--- src/rtl/irqagg_pkg.sv ---
package irqagg_pkg;
  localparam int unsigned MAXW = 32;

  localparam int unsigned OFF_DISP_STAT = 0;
  localparam int unsigned OFF_DISP_EN   = 1;
  localparam int unsigned OFF_GFX_STAT  = 2;
  localparam int unsigned OFF_GFX_EN    = 3;
  localparam int unsigned OFF_PWR_STAT  = 4;
  localparam int unsigned OFF_PWR_EN    = 5;
  localparam int unsigned OFF_CTRL      = 6;
  localparam int unsigned OFF_PEEK      = 7;

  // Sticky status update: acknowledge clears, a new event wins over it.
  function automatic logic [MAXW-1:0] sticky_next(input logic [MAXW-1:0] cur,
                                                  input logic [MAXW-1:0] clr,
                                                  input logic [MAXW-1:0] set);
    return (cur & ~clr) | set;
  endfunction

  // Display is ungated; graphics and power share the master qualifier.
  function automatic logic combine_level(input logic disp_p, input logic gfx_p,
                                         input logic pwr_p, input logic master);
    return disp_p | ((gfx_p | pwr_p) & master);
  endfunction
endpackage

--- src/rtl/irqagg_grp.sv ---
module irqagg_grp
  import irqagg_pkg::*;
#(
  parameter int unsigned W = 8
) (
  input  logic         clk,
  input  logic         rst_n,
  input  logic [W-1:0] evt_i,
  input  logic [W-1:0] clr_i,
  input  logic         en_we_i,
  input  logic [W-1:0] en_d_i,
  output logic [W-1:0] stat_o,
  output logic [W-1:0] en_o,
  output logic         pend_o
);
  logic [W-1:0] stat_q, en_q, stat_d;

  assign stat_d = W'(sticky_next(MAXW'(stat_q), MAXW'(clr_i), MAXW'(evt_i)));

  always_ff @(posedge clk) begin
    if (!rst_n) begin
      stat_q <= '0;
      en_q   <= '0;
    end else begin
      stat_q <= stat_d;
      if (en_we_i) en_q <= en_d_i;
    end
  end

  assign stat_o = stat_q;
  assign en_o   = en_q;
  assign pend_o = |(stat_q & en_q);
endmodule

--- src/rtl/irqagg_edge.sv ---
module irqagg_edge (
  input  logic clk,
  input  logic rst_n,
  input  logic lvl_i,
  output logic lvl_q,
  output logic lvl_prev_q,
  output logic irq_o
);
  always_ff @(posedge clk) begin
    if (!rst_n) begin
      lvl_q      <= 1'b0;
      lvl_prev_q <= 1'b0;
    end else begin
      lvl_q      <= lvl_i;
      lvl_prev_q <= lvl_q;
    end
  end

  assign irq_o = lvl_q & ~lvl_prev_q;
endmodule

--- src/rtl/irqagg_regport.sv ---
module irqagg_regport
  import irqagg_pkg::*;
#(
  parameter int unsigned DISP_W = 8,
  parameter int unsigned GFX_W  = 8,
  parameter int unsigned PWR_W  = 4,
  parameter int unsigned ADDR_W = 4,
  parameter int unsigned DATA_W = 32
) (
  input  logic              clk,
  input  logic              rst_n,
  input  logic              wr_en,
  input  logic              rd_en,
  input  logic [ADDR_W-1:0] addr,
  input  logic [DATA_W-1:0] wdata,
  input  logic [DISP_W-1:0] disp_stat,
  input  logic [DISP_W-1:0] disp_en,
  input  logic [GFX_W-1:0]  gfx_stat,
  input  logic [GFX_W-1:0]  gfx_en,
  input  logic [PWR_W-1:0]  pwr_stat,
  input  logic [PWR_W-1:0]  pwr_en,
  input  logic [2:0]        pend_sum,
  output logic [DISP_W-1:0] disp_clr,
  output logic [GFX_W-1:0]  gfx_clr,
  output logic [PWR_W-1:0]  pwr_clr,
  output logic              disp_en_we,
  output logic              gfx_en_we,
  output logic              pwr_en_we,
  output logic              master_q,
  output logic [DATA_W-1:0] rdata
);
  localparam int unsigned MBIT = DATA_W - 1;

  logic              hit_dstat, hit_gstat, hit_pstat, hit_ctrl;
  logic [DATA_W-1:0] rd_mux, rdata_q, sum_word;
  logic              unused_wdata_bits;

  assign unused_wdata_bits = ^wdata;

  assign hit_dstat  = wr_en && (addr == ADDR_W'(OFF_DISP_STAT));
  assign hit_gstat  = wr_en && (addr == ADDR_W'(OFF_GFX_STAT));
  assign hit_pstat  = wr_en && (addr == ADDR_W'(OFF_PWR_STAT));
  assign hit_ctrl   = wr_en && (addr == ADDR_W'(OFF_CTRL));
  assign disp_en_we = wr_en && (addr == ADDR_W'(OFF_DISP_EN));
  assign gfx_en_we  = wr_en && (addr == ADDR_W'(OFF_GFX_EN));
  assign pwr_en_we  = wr_en && (addr == ADDR_W'(OFF_PWR_EN));

  assign disp_clr = hit_dstat ? wdata[DISP_W-1:0] : '0;
  assign gfx_clr  = hit_gstat ? wdata[GFX_W-1:0]  : '0;
  assign pwr_clr  = hit_pstat ? wdata[PWR_W-1:0]  : '0;

  assign sum_word = DATA_W'(pend_sum);

  always_comb begin
    case (addr)
      ADDR_W'(OFF_DISP_STAT): rd_mux = DATA_W'(disp_stat);
      ADDR_W'(OFF_DISP_EN):   rd_mux = DATA_W'(disp_en);
      ADDR_W'(OFF_GFX_STAT):  rd_mux = DATA_W'(gfx_stat);
      ADDR_W'(OFF_GFX_EN):    rd_mux = DATA_W'(gfx_en);
      ADDR_W'(OFF_PWR_STAT):  rd_mux = DATA_W'(pwr_stat);
      ADDR_W'(OFF_PWR_EN):    rd_mux = DATA_W'(pwr_en);
      ADDR_W'(OFF_CTRL): begin
        rd_mux       = sum_word;
        rd_mux[MBIT] = master_q;
      end
      ADDR_W'(OFF_PEEK):      rd_mux = sum_word;
      default:                rd_mux = '0;
    endcase
  end

  always_ff @(posedge clk) begin
    if (!rst_n) begin
      master_q <= 1'b0;
      rdata_q  <= '0;
    end else begin
      if (hit_ctrl) master_q <= wdata[MBIT];
      if (rd_en)    rdata_q  <= rd_mux;
    end
  end

  assign rdata = rdata_q;
endmodule

--- src/rtl/irq_edge_aggregator.sv ---
module irq_edge_aggregator
  import irqagg_pkg::*;
#(
  parameter int unsigned DISP_W = 8,
  parameter int unsigned GFX_W  = 8,
  parameter int unsigned PWR_W  = 4,
  parameter int unsigned ADDR_W = 4,
  parameter int unsigned DATA_W = 32
) (
  input  logic              clk,
  input  logic              rst_n,
  input  logic [DISP_W-1:0] disp_evt,
  input  logic [GFX_W-1:0]  gfx_evt,
  input  logic [PWR_W-1:0]  pwr_evt,
  input  logic              reg_wr_en,
  input  logic              reg_rd_en,
  input  logic [ADDR_W-1:0] reg_addr,
  input  logic [DATA_W-1:0] reg_wdata,
  output logic [DATA_W-1:0] reg_rdata,
  output logic              cpu_irq
);
  logic [DISP_W-1:0] disp_stat, disp_en_r, disp_clr;
  logic [GFX_W-1:0]  gfx_stat, gfx_en_r, gfx_clr;
  logic [PWR_W-1:0]  pwr_stat, pwr_en_r, pwr_clr;
  logic              disp_en_we, gfx_en_we, pwr_en_we;
  logic              disp_pend, gfx_pend, pwr_pend;
  logic              master_q, lvl_now, lvl_q, lvl_prev;

  irqagg_grp #(.W(DISP_W)) u_disp (
    .clk(clk), .rst_n(rst_n), .evt_i(disp_evt), .clr_i(disp_clr),
    .en_we_i(disp_en_we), .en_d_i(reg_wdata[DISP_W-1:0]),
    .stat_o(disp_stat), .en_o(disp_en_r), .pend_o(disp_pend));

  irqagg_grp #(.W(GFX_W)) u_gfx (
    .clk(clk), .rst_n(rst_n), .evt_i(gfx_evt), .clr_i(gfx_clr),
    .en_we_i(gfx_en_we), .en_d_i(reg_wdata[GFX_W-1:0]),
    .stat_o(gfx_stat), .en_o(gfx_en_r), .pend_o(gfx_pend));

  irqagg_grp #(.W(PWR_W)) u_pwr (
    .clk(clk), .rst_n(rst_n), .evt_i(pwr_evt), .clr_i(pwr_clr),
    .en_we_i(pwr_en_we), .en_d_i(reg_wdata[PWR_W-1:0]),
    .stat_o(pwr_stat), .en_o(pwr_en_r), .pend_o(pwr_pend));

  irqagg_regport #(.DISP_W(DISP_W), .GFX_W(GFX_W), .PWR_W(PWR_W),
                   .ADDR_W(ADDR_W), .DATA_W(DATA_W)) u_port (
    .clk(clk), .rst_n(rst_n), .wr_en(reg_wr_en), .rd_en(reg_rd_en),
    .addr(reg_addr), .wdata(reg_wdata),
    .disp_stat(disp_stat), .disp_en(disp_en_r),
    .gfx_stat(gfx_stat), .gfx_en(gfx_en_r),
    .pwr_stat(pwr_stat), .pwr_en(pwr_en_r),
    .pend_sum({pwr_pend, gfx_pend, disp_pend}),
    .disp_clr(disp_clr), .gfx_clr(gfx_clr), .pwr_clr(pwr_clr),
    .disp_en_we(disp_en_we), .gfx_en_we(gfx_en_we), .pwr_en_we(pwr_en_we),
    .master_q(master_q), .rdata(reg_rdata));

  assign lvl_now = combine_level(disp_pend, gfx_pend, pwr_pend, master_q);

  irqagg_edge u_edge (
    .clk(clk), .rst_n(rst_n), .lvl_i(lvl_now),
    .lvl_q(lvl_q), .lvl_prev_q(lvl_prev), .irq_o(cpu_irq));
endmodule

--- config.mk ---
export PLATFORM = sky130hd
export DESIGN_NAME = irq_edge_aggregator
export DESIGN_NICKNAME = d
export VERILOG_FILES = /design/src/rtl/irqagg_pkg.sv /design/src/rtl/irqagg_grp.sv /design/src/rtl/irqagg_edge.sv /design/src/rtl/irqagg_regport.sv /design/src/rtl/irq_edge_aggregator.sv
export SDC_FILE = /design/constraint.sdc
export NUM_CORES = 1
export LEC_CHECK = 0
export BUFFER_PORTS_ARGS = -buffer_cell sky130_fd_sc_hd__buf_4
export CAP_MARGIN = 40
export CORE_MARGIN = 4
export CORE_UTILIZATION = 53
export CTS_BUF_LIST = sky130_fd_sc_hd__clkbuf_16
export DETAILED_ROUTE_END_ITERATION = 16
export GPL_ROUTABILITY_DRIVEN = 0
export PLACE_DENSITY = 0.92
export RECOVER_POWER = 50
export SKIP_CTS_REPAIR_TIMING = 1
export SLEW_MARGIN = 0
export SYNTH_ARGS = -nofsm -noshare
export SYNTH_HDL_FRONTEND = slang
export SYNTH_SLANG_ARGS = --single-unit
export TNS_END_PERCENT = 20
--- constraint.sdc ---
create_clock -name clk -period 2.7 [get_ports clk]
set_clock_uncertainty 0.1 [all_clocks]
set_input_delay 0.405 -clock clk [delete_from_list [all_inputs] [get_ports clk]]
set_output_delay 0.405 -clock clk [all_outputs]
set_load 0.02 [all_outputs]
==> impl_metrics.toml, run 1 <==
[run_status]
status = "complete, no violations"

[drt]
drc = 0
drtIter0Drc = 164
ant_nets = 0
vias = 2080
via_per_inst = 5.53
drt-wirelength-per-cell_um = 15.2
drtPass1Iterations = 4
drt-total-wl_um = 5730

[grt]
antenna_found_initial = 0
grt_pass1_vias = 1880
grt_max_degree = 51
grt.total_usage_pct = 19.5
grt_overflow_total = 0
grt_pass1_wl_um = 9430

[layout]
nets = 368
final_util_pct = 63.2
area_growth_syn_to_layout_pct = 15.1
n_antenna_cell = 0
drive_gt1_share_pct = 15.9

[critical_path]
crit_path_end_kind = "register"
worstPathMaxFanout = 14
critPathMaxStageDelay_ns = 0.67
worstPathCellList = "clkbuf_1 -> or3b_1 -> nor3b_4 -> a21boi_0 -> o21a_1"
cp_slowest_cell = "or3b_1"
cp.arrival_ns = 2.10
cp-start-kind = "input port"
crit_family = "simple AND/OR/NAND/NOR gates"
path_buf_inv = 1
required_ns = 2.78
worst-setup-path-type = "in2reg"

[sta]
finalHoldViolCount = 0
fin_crit_ns = 2.02
tns_ns = 0
slew_headroom_pct = 56.8
drv_slew = 0
min_period_over_period_pct = 74.9
fmax_mhz = 494
tightest_slew_ns = 0.647
rsz0062_at_grt = "no"
setup_viol = 0

[die]
num_io_pins = 93
die_width_um = 78.0
initial_core_util_pct = 54.9
die_area_um2 = 6080
die_h_um = 78.0
rows = 25
core_area_um2 = 4720

[logic_synthesis]
ys_seq_elements = 52
synthDistinctLibCells = 33
synth_cells = 270
syn_area_um2 = 2590
ys_warn_count = 0
syn_area_per_cell_um2 = 9.61
yosysSeqAreaShare_pct = 40.1

[worst_hold_path]
min_path_type = "in2reg"

[run]
maxCapViolCount = 0

[cts]
path_clk_slew_ns = 0.06
clock-sinks = 52
numCtsBuffers = 5
clkLatencyLatePin_ns = 0.29
cts_max_level = 2
clockBufferDepth = 2
tritoncts = "built"
root_buffer = "clkbuf_16"

[pwr]
peakVddDrop_uv = 441
powerDensity_nw_per_um2 = 576
cellLeakagePower_nw = 1.19

[placement]
hpwl_um = 4150
port_buffers = 46
per-stage QoR:
step	hold slack, ns	setup WS [ns]	cells	area, um2	total power, W
finish	0.220	0.677	376	2990	0.00172
global route	0.217	0.508	376	2990	0.00178
CTS	0.216	0.949	376	3030	0.00173
detailed placement	0.343	0.652	368	2870	0.00104
global placement	0.336	0.685	368	2870	0.00103
floorplan	0.321	0.981	292	2680	0.000988
cells in the final DEF, fill, tap and decap left out:
cell,count
nor2_2,1
and3b_1,1
conb_1,23
nor3_1,3
nor4_1,2
clkbuf_16,5
a21boi_1,1
nand2b_1,6
o21a_1,20
bufinv_16,1
nand2_1,16
mux4_2,6
a21boi_0,37
and2_1,1
nor2b_1,12
o32ai_1,2
nand3b_1,2
nor3b_4,1
a2111oi_0,1
and3_1,1
mux2i_1,17
a21oi_1,4
clkbuf_1,12
nand4_1,2
a22oi_1,10
o21ai_1,1
nor2_1,7
dfxtp_1,52
nand3_1,4
o21ai_0,18
buf_4,35
clkinv_1,2
or3b_1,1
nand4b_1,2
routing by layer:
metal | up-vias | global-route usage (%) | share of wire [%]
met5 | - | 0 | 0
met4 | 0 | 6.82 | 1.8
met3 | 11 | 4.99 | 9.7
met2 | 96 | 29.6 | 46
met1 | 965 | 26.9 | 42
li1 | 1008 | - | -
logic make-up (layout without fill, tap and decap cells):
kind of cell	Yosys count	count (layout)	synth area share, %
other	1	23	0.145
AO/OA/AOI/OAI	94	94	25.1
buffers and inverters	38	55	9.36
multiplexers	23	23	11.8
AND/OR/NAND/NOR	62	62	13.5
flip-flops	52	52	40.1
final timing paths:
path / slack [ns] / to / depth (start not counted) / startpoint
setup / recovery: 0.68 / u_gfx.stat_o[6]$_SDFF_PN0_ / 5 / reg_addr[2]
hold / removal: 0.22 / u_gfx.stat_o[7]$_SDFF_PN0_ / 2 / gfx_evt[7]
setup reg to reg: 1.15 / u_port.rdata[0]$_SDFFE_PN0P_ / 4 / u_disp.stat_o[5]$_SDFF_PN0_
hold reg to reg: 0.35 / u_edge.lvl_prev_q$_SDFF_PN0_ / 1 / u_edge.lvl_q$_SDFF_PN0_
report_power, final:
part | switching [W] | internal, W | total, W
clock | 0.000269 | 0.000431 | 0.000700
combinational | 0.000112 | 0.0000908 | 0.000202
sequential | 0.0000231 | 0.000796 | 0.000819
total | 0.000404 | 0.00132 | 0.00172
registers in the layout (all words and copies together) (netlist names):
signal / flops
u_gfx.stat_o: 8
u_pwr.stat_o: 4
u_edge.lvl_q: 1
u_port.master_q: 1
u_pwr.en_o: 4
u_disp.en_o: 8
u_port.rdata: 9
u_gfx.en_o: 8
u_disp.stat_o: 8
u_edge.lvl_prev_q: 1
cell usage after synthesis (all sizes together):
master	instances	area, um2
conb	1	3.75
buf	29	209
o21ai	19	95.1
nor2b	12	75.1
or3b	1	11.3
a22oi	10	75.1
nor2	8	32.5
nor3	3	15.0
nand3b	2	15.0
and3b	1	8.76
and3	1	6.26
nor4	2	12.5
a21boi	38	285
nand4b	2	17.5
nor3b	1	18.8
o32ai	2	17.5
a2111oi	1	8.76
mux4	6	135
nand2	16	60.1
o21a	20	150
dfxtp	52	1040
clkbuf	9	33.8
nand4	2	12.5
a21oi	4	20.0
nand2b	6	37.5
nand3	4	20.0
and2	1	6.26
mux2i	17	170
layout make-up:
type | instances | area (um2)
fill | 408 | 1740
multi-input combinational | 202 | 1390
sequential | 52 | 1040
timing repair buffer | 47 | 308
clock buffer | 5 | 125
tap | 67 | 83.8
clock inverter | 3 | 37.5
Power figures use the tool's default switching activity.
==> run 2: changes to the inputs <==
- CORE_UTILIZATION: 53 -> 49
- PLACE_DENSITY: 0.92 -> 0.87
- clock period: 2.7 -> 2 ns (I/O delays scaled with it)
==> run 2 against run 1 <==
Against the previous run:
- clock-buffer cell count stayed put
- routed wire length grew 7.6%
- combinational power rose by 42%
- critical endpoint is now u_port.rdata[0]$_SDFFE_PN0P_
- non-clock buffer count rose by 6
- sequential share of layout area is 0.29 points lower
- hold slack got worse by 0.11 ns
- sequential cell count did not move
==> impl_metrics.toml, run 2 (synthesis results as in run 1) <==
[worst_hold_path]
worstHoldStart = "gfx_evt[5]"
min_path_type = "in2reg"
holdPathEnd = "u_gfx.stat_o[5]$_SDFF_PN0_"
whs_path_depth = 2

[layout]
drive_gt1_share_pct = 17.8
n_antenna_cell = 0
largest_reg_flops = 9
area_growth_syn_to_layout_pct = 16.1
final_common_cell = "dfxtp_1"
nets = 374
layout_common_cells = "dfxtp_1, buf_4, a21boi_0, conb_1, o21a_1"
final_util_pct = 58.9

[critical_path]
rrSetupSlack_ns = 0.45
required_ns = 2.07
crit-reg2reg-launch = "u_disp.stat_o[5]$_SDFF_PN0_"
cp-start-kind = "register"
crit_path_end_kind = "register"
reg2reg_depth = 4
worst-setup-path-type = "reg2reg"
worstPathMaxFanout = 3
startpoint = "u_disp.stat_o[5]$_SDFF_PN0_"
cp.arrival_ns = 1.62
r2r_end = "u_port.rdata[0]$_SDFFE_PN0P_"

[pwr]
p_comb_share_pct = 13.0
p_sw_w = 0.000544
intPower_w = 0.00165
p_sw_share_pct = 24.8
cellLeakagePower_nw = 1.20
powerDensity_nw_per_um2 = 730
clkPwrFrac_pct = 36.7
seq_power_share_pct = 50.3
peakVddDrop_uv = 446

[cts]
tritoncts = "built"
cts_max_level = 2
clkLatencyLatePin_ns = 0.29
numCtsBuffers = 5
clockBufferDepth = 2
root_buffer = "clkbuf_16"
clock-sinks = 52
path_clk_slew_ns = 0.06

[die]
die_width_um = 80.8
die_h_um = 80.8
num_io_pins = 93
rows = 26
initial_core_util_pct = 50.8
die_area_um2 = 6520
core_area_um2 = 5110

[grt]
antenna_found_initial = 0
grt_max_degree = 29
grt_pass1_vias = 1966
grt_pass1_wl_um = 9760
grt.total_usage_pct = 19.5
grt_overflow_total = 0

[sta]
tns_ns = 0
min_period_over_period_pct = 77.7
fmax_mhz = 643
setup_viol = 0
finalHoldViolCount = 0
fin_crit_ns = 1.55
drv_slew = 0
rsz0062_at_grt = "no"

[placement]
port_buffers = 46
hpwl_um = 4440

[run]
maxCapViolCount = 0

[drt]
vias = 2120
ant_nets = 0
via_per_inst = 5.52
drc = 0
drtIter0Drc = 139
drt-wirelength-per-cell_um = 16.1
drtPass1Iterations = 4
drt-total-wl_um = 6160

[run_status]
status = "complete, no violations"
run 2: cell count changes in the layout (fill, tap and decap cells not counted), sizes merged:
cell | before | now
buf | 35 | 41
bufinv | 1 | 0
run 2: final cells by class:
class | instances | area [um2]
Clock buffer | 5 | 125
Multi-Input combinational cell | 202 | 1390
Tap cell | 70 | 87.6
Sequential cell | 52 | 1040
Clock inverter | 2 | 7.51
Fill cell | 477 | 2100
Timing Repair Buffer | 53 | 357
run 2: how the worst max path moves through the flow:
stage / slack (ns) / to / depth (start not counted)
final: 0.45 / u_port.rdata[0]$_SDFFE_PN0P_ / 4
after global routing: 0.31 / u_port.rdata[0]$_SDFFE_PN0P_ / 4
after CTS: 0.43 / u_port.rdata[0]$_SDFFE_PN0P_ / 4
after detailed placement: 0.21 / u_gfx.en_o[3]$_SDFFE_PN0P_ / 6
after global placement: 0.23 / u_gfx.stat_o[6]$_SDFF_PN0_ / 5
after floorplan: 0.39 / u_gfx.stat_o[0]$_SDFF_PN0_ / 5
run 2: power by group through the flow:
| stage | Combinational (W) | Clock [W] | Sequential [W] |
|---|---|---|---|
| finish | 0.000286 | 0.000805 | 0.00111 |
| global route | 0.000311 | 0.000861 | 0.00111 |
| CTS | 0.000288 | 0.000813 | 0.00110 |
| detailed placement | 0.000286 | 0 | 0.00113 |
| global placement | 0.000280 | 0 | 0.00113 |
| floorplan | 0.000214 | 0 | 0.00112 |
run 2: worst max-delay path, cell delays in order (launching register included):
cell and delay, ns:
dfxtp_1 0.32, a22oi_1 0.24, nand4_1 0.19, a2111oi_0 0.49, nor2_1 0.09
run 2: routing by layer:
metal,routed length (um),up-vias,track usage (%)
met5,0,-,0
met4,67,0,6.25
met3,483,10,4.55
met2,2940,86,31.0
met1,2680,1014,26.4
li1,-,1010,-
run 2: metrics by stage:
stage                     total power (W)  std cells  setup WS, ns  instance area, um2  hold WS [ns]
final                             0.00220        384         0.445                3010         0.112
after floorplan                   0.00133        292         0.386                2680         0.321
after detailed placement          0.00141        377         0.211                2920         0.347
after global placement            0.00141        377         0.234                2920         0.335
after global routing              0.00228        384         0.309                3010         0.114
after CTS                         0.00221        384         0.428                3050         0.115
==> run 3: changes to the inputs <==
- clock period: 2 -> 1.55 ns (I/O delays scaled with it)
==> run 3 against run 2 <==
Against the previous run:
- cell area increased by 4.4%
- die area stayed put
- largest power group unchanged
- combinational power up 35%
- sequential cell count did not move
- total power increased by 38%
- register-to-register slack worse by 0.35 ns
- core utilization grew 2.6 points
- non-clock buffer count is 16 higher
- critical path depth is the same
- via count up 0.66%
- routed wire length is 3.4% higher
==> impl_metrics.toml, run 3 (synthesis results as in run 1) <==
[cts]
path_clk_slew_ns = 0.06
tritoncts = "built"
cts_max_level = 2
clockBufferDepth = 2
clock-sinks = 52
root_buffer = "clkbuf_16"
clkLatencyLatePin_ns = 0.29
numCtsBuffers = 5

[die]
initial_core_util_pct = 50.8
die_width_um = 80.8
num_io_pins = 93
rows = 26
die_area_um2 = 6520
die_h_um = 80.8
core_area_um2 = 5110

[placement]
placed_cell_area_um2 = 3040
port_buffers = 46
hpwl_um = 4770

[layout]
fin_area_um2 = 3140
final_util_pct = 61.5
drive_gt1_share_pct = 20.5
n_antenna_cell = 0
fillerInstances = 454
area_growth_syn_to_layout_pct = 21.1
nets = 390
layout_common_cells = "dfxtp_1, buf_4, a21boi_0, conb_1, o21a_1"
final_common_cell = "dfxtp_1"
regArea_um2 = 1040
multi_input_area_um2 = 1400
largest_reg_flops = 9

[worst_hold_path]
min_path_type = "in2reg"
whs_path_depth = 2

[sta]
fmax_mhz = 685
min_period_over_period_pct = 94.2
rsz0062_at_grt = "no"
timing.hold.ws_ns = 0.0441
finalHoldViolCount = 0
drv_slew = 0
fin_crit_ns = 1.46
setup_viol = 0

[critical_path]
crit_path_end_kind = "register"
worstPathMaxFanout = 3
worst-setup-path-type = "reg2reg"
reg2reg_depth = 4
required_ns = 1.62
cp-start-kind = "register"
cp.arrival_ns = 1.53

[pwr]
cellLeakagePower_nw = 1.28
peakVddDrop_uv = 737
powerDensity_nw_per_um2 = 963

[grt]
grt_max_degree = 29
grt_overflow_total = 0
antenna_found_initial = 0
grt.total_usage_pct = 20.1
grt_pass1_vias = 2010
grt_pass1_wl_um = 10000

[drt]
ant_nets = 0
drt-wirelength-per-cell_um = 15.9
drc = 0
via_per_inst = 5.32
vias = 2134
drt-total-wl_um = 6370
drtPass1Iterations = 4
drtIter0Drc = 175

[run_status]
status = "complete, no violations"

[run]
maxCapViolCount = 0
run 3: cell types whose count changed in the layout (fill, tap and decap cells not counted), sizes merged:
cell	change
buf	+9
clkbuf	+7
bufinv	+1
run 3: area by class of cell:
cell class                      count  share of cell area, %
Tap cell                           70                   2.79
Multi-Input combinational cell    202                   44.5
Sequential cell                    52                   33.1
Timing Repair Buffer               69                   14.4
Clock buffer                        5                   3.98
Clock inverter                      3                   1.19
run 3: report_power, final:
group	internal, W	total, W	leakage, nW	switching (W)
Combinational	0.000180	0.000386	0.771	0.000206
Clock	0.000750	0.00121	0.0789	0.000463
Sequential	0.00139	0.00143	0.426	0.0000414
Total	0.00232	0.00303	1.28	0.000711
run 3: per-stage QoR:
stage               worst slack, ns  total power [W]  setup TNS (ns)  cells
floorplan                   0.00370          0.00172               0    292
detailed placement           -0.133          0.00184           -1.32    393
finish                       0.0904          0.00303               0    401
global route               0.000451          0.00314               0    401
CTS                          0.0805          0.00305               0    401
global placement            -0.0550          0.00183          -0.609    393
run 3: routing by layer:
layer | part of all wire, % | track usage, % | vias up | routed length [um]
met5 | 0 | 0 | - | 0
met4 | 0.97 | 4.56 | 0 | 62
met3 | 7.3 | 4.32 | 6 | 465
met2 | 48 | 33.6 | 82 | 3050
met1 | 44 | 26.6 | 998 | 2790
li1 | - | - | 1048 | -
run 3: path summary, 6_finish.rpt:
check | from | end | slack (ns)
setup / recovery | u_disp.stat_o[5]$_SDFF_PN0_ | u_port.rdata[0]$_SDFFE_PN0P_ | 0.09
setup reg to reg | u_disp.stat_o[5]$_SDFF_PN0_ | u_port.rdata[0]$_SDFFE_PN0P_ | 0.09
hold / removal | disp_evt[0] | u_disp.stat_o[0]$_SDFF_PN0_ | 0.04
hold reg to reg | u_edge.lvl_q$_SDFF_PN0_ | u_edge.lvl_prev_q$_SDFF_PN0_ | 0.36
run 3: worst max-delay path: stages, from the launching register on:
cell and delay (ns):
dfxtp_1 0.33, a22oi_1 0.24, nand4_1 0.19, a2111oi_2 0.39, nor2_1 0.08
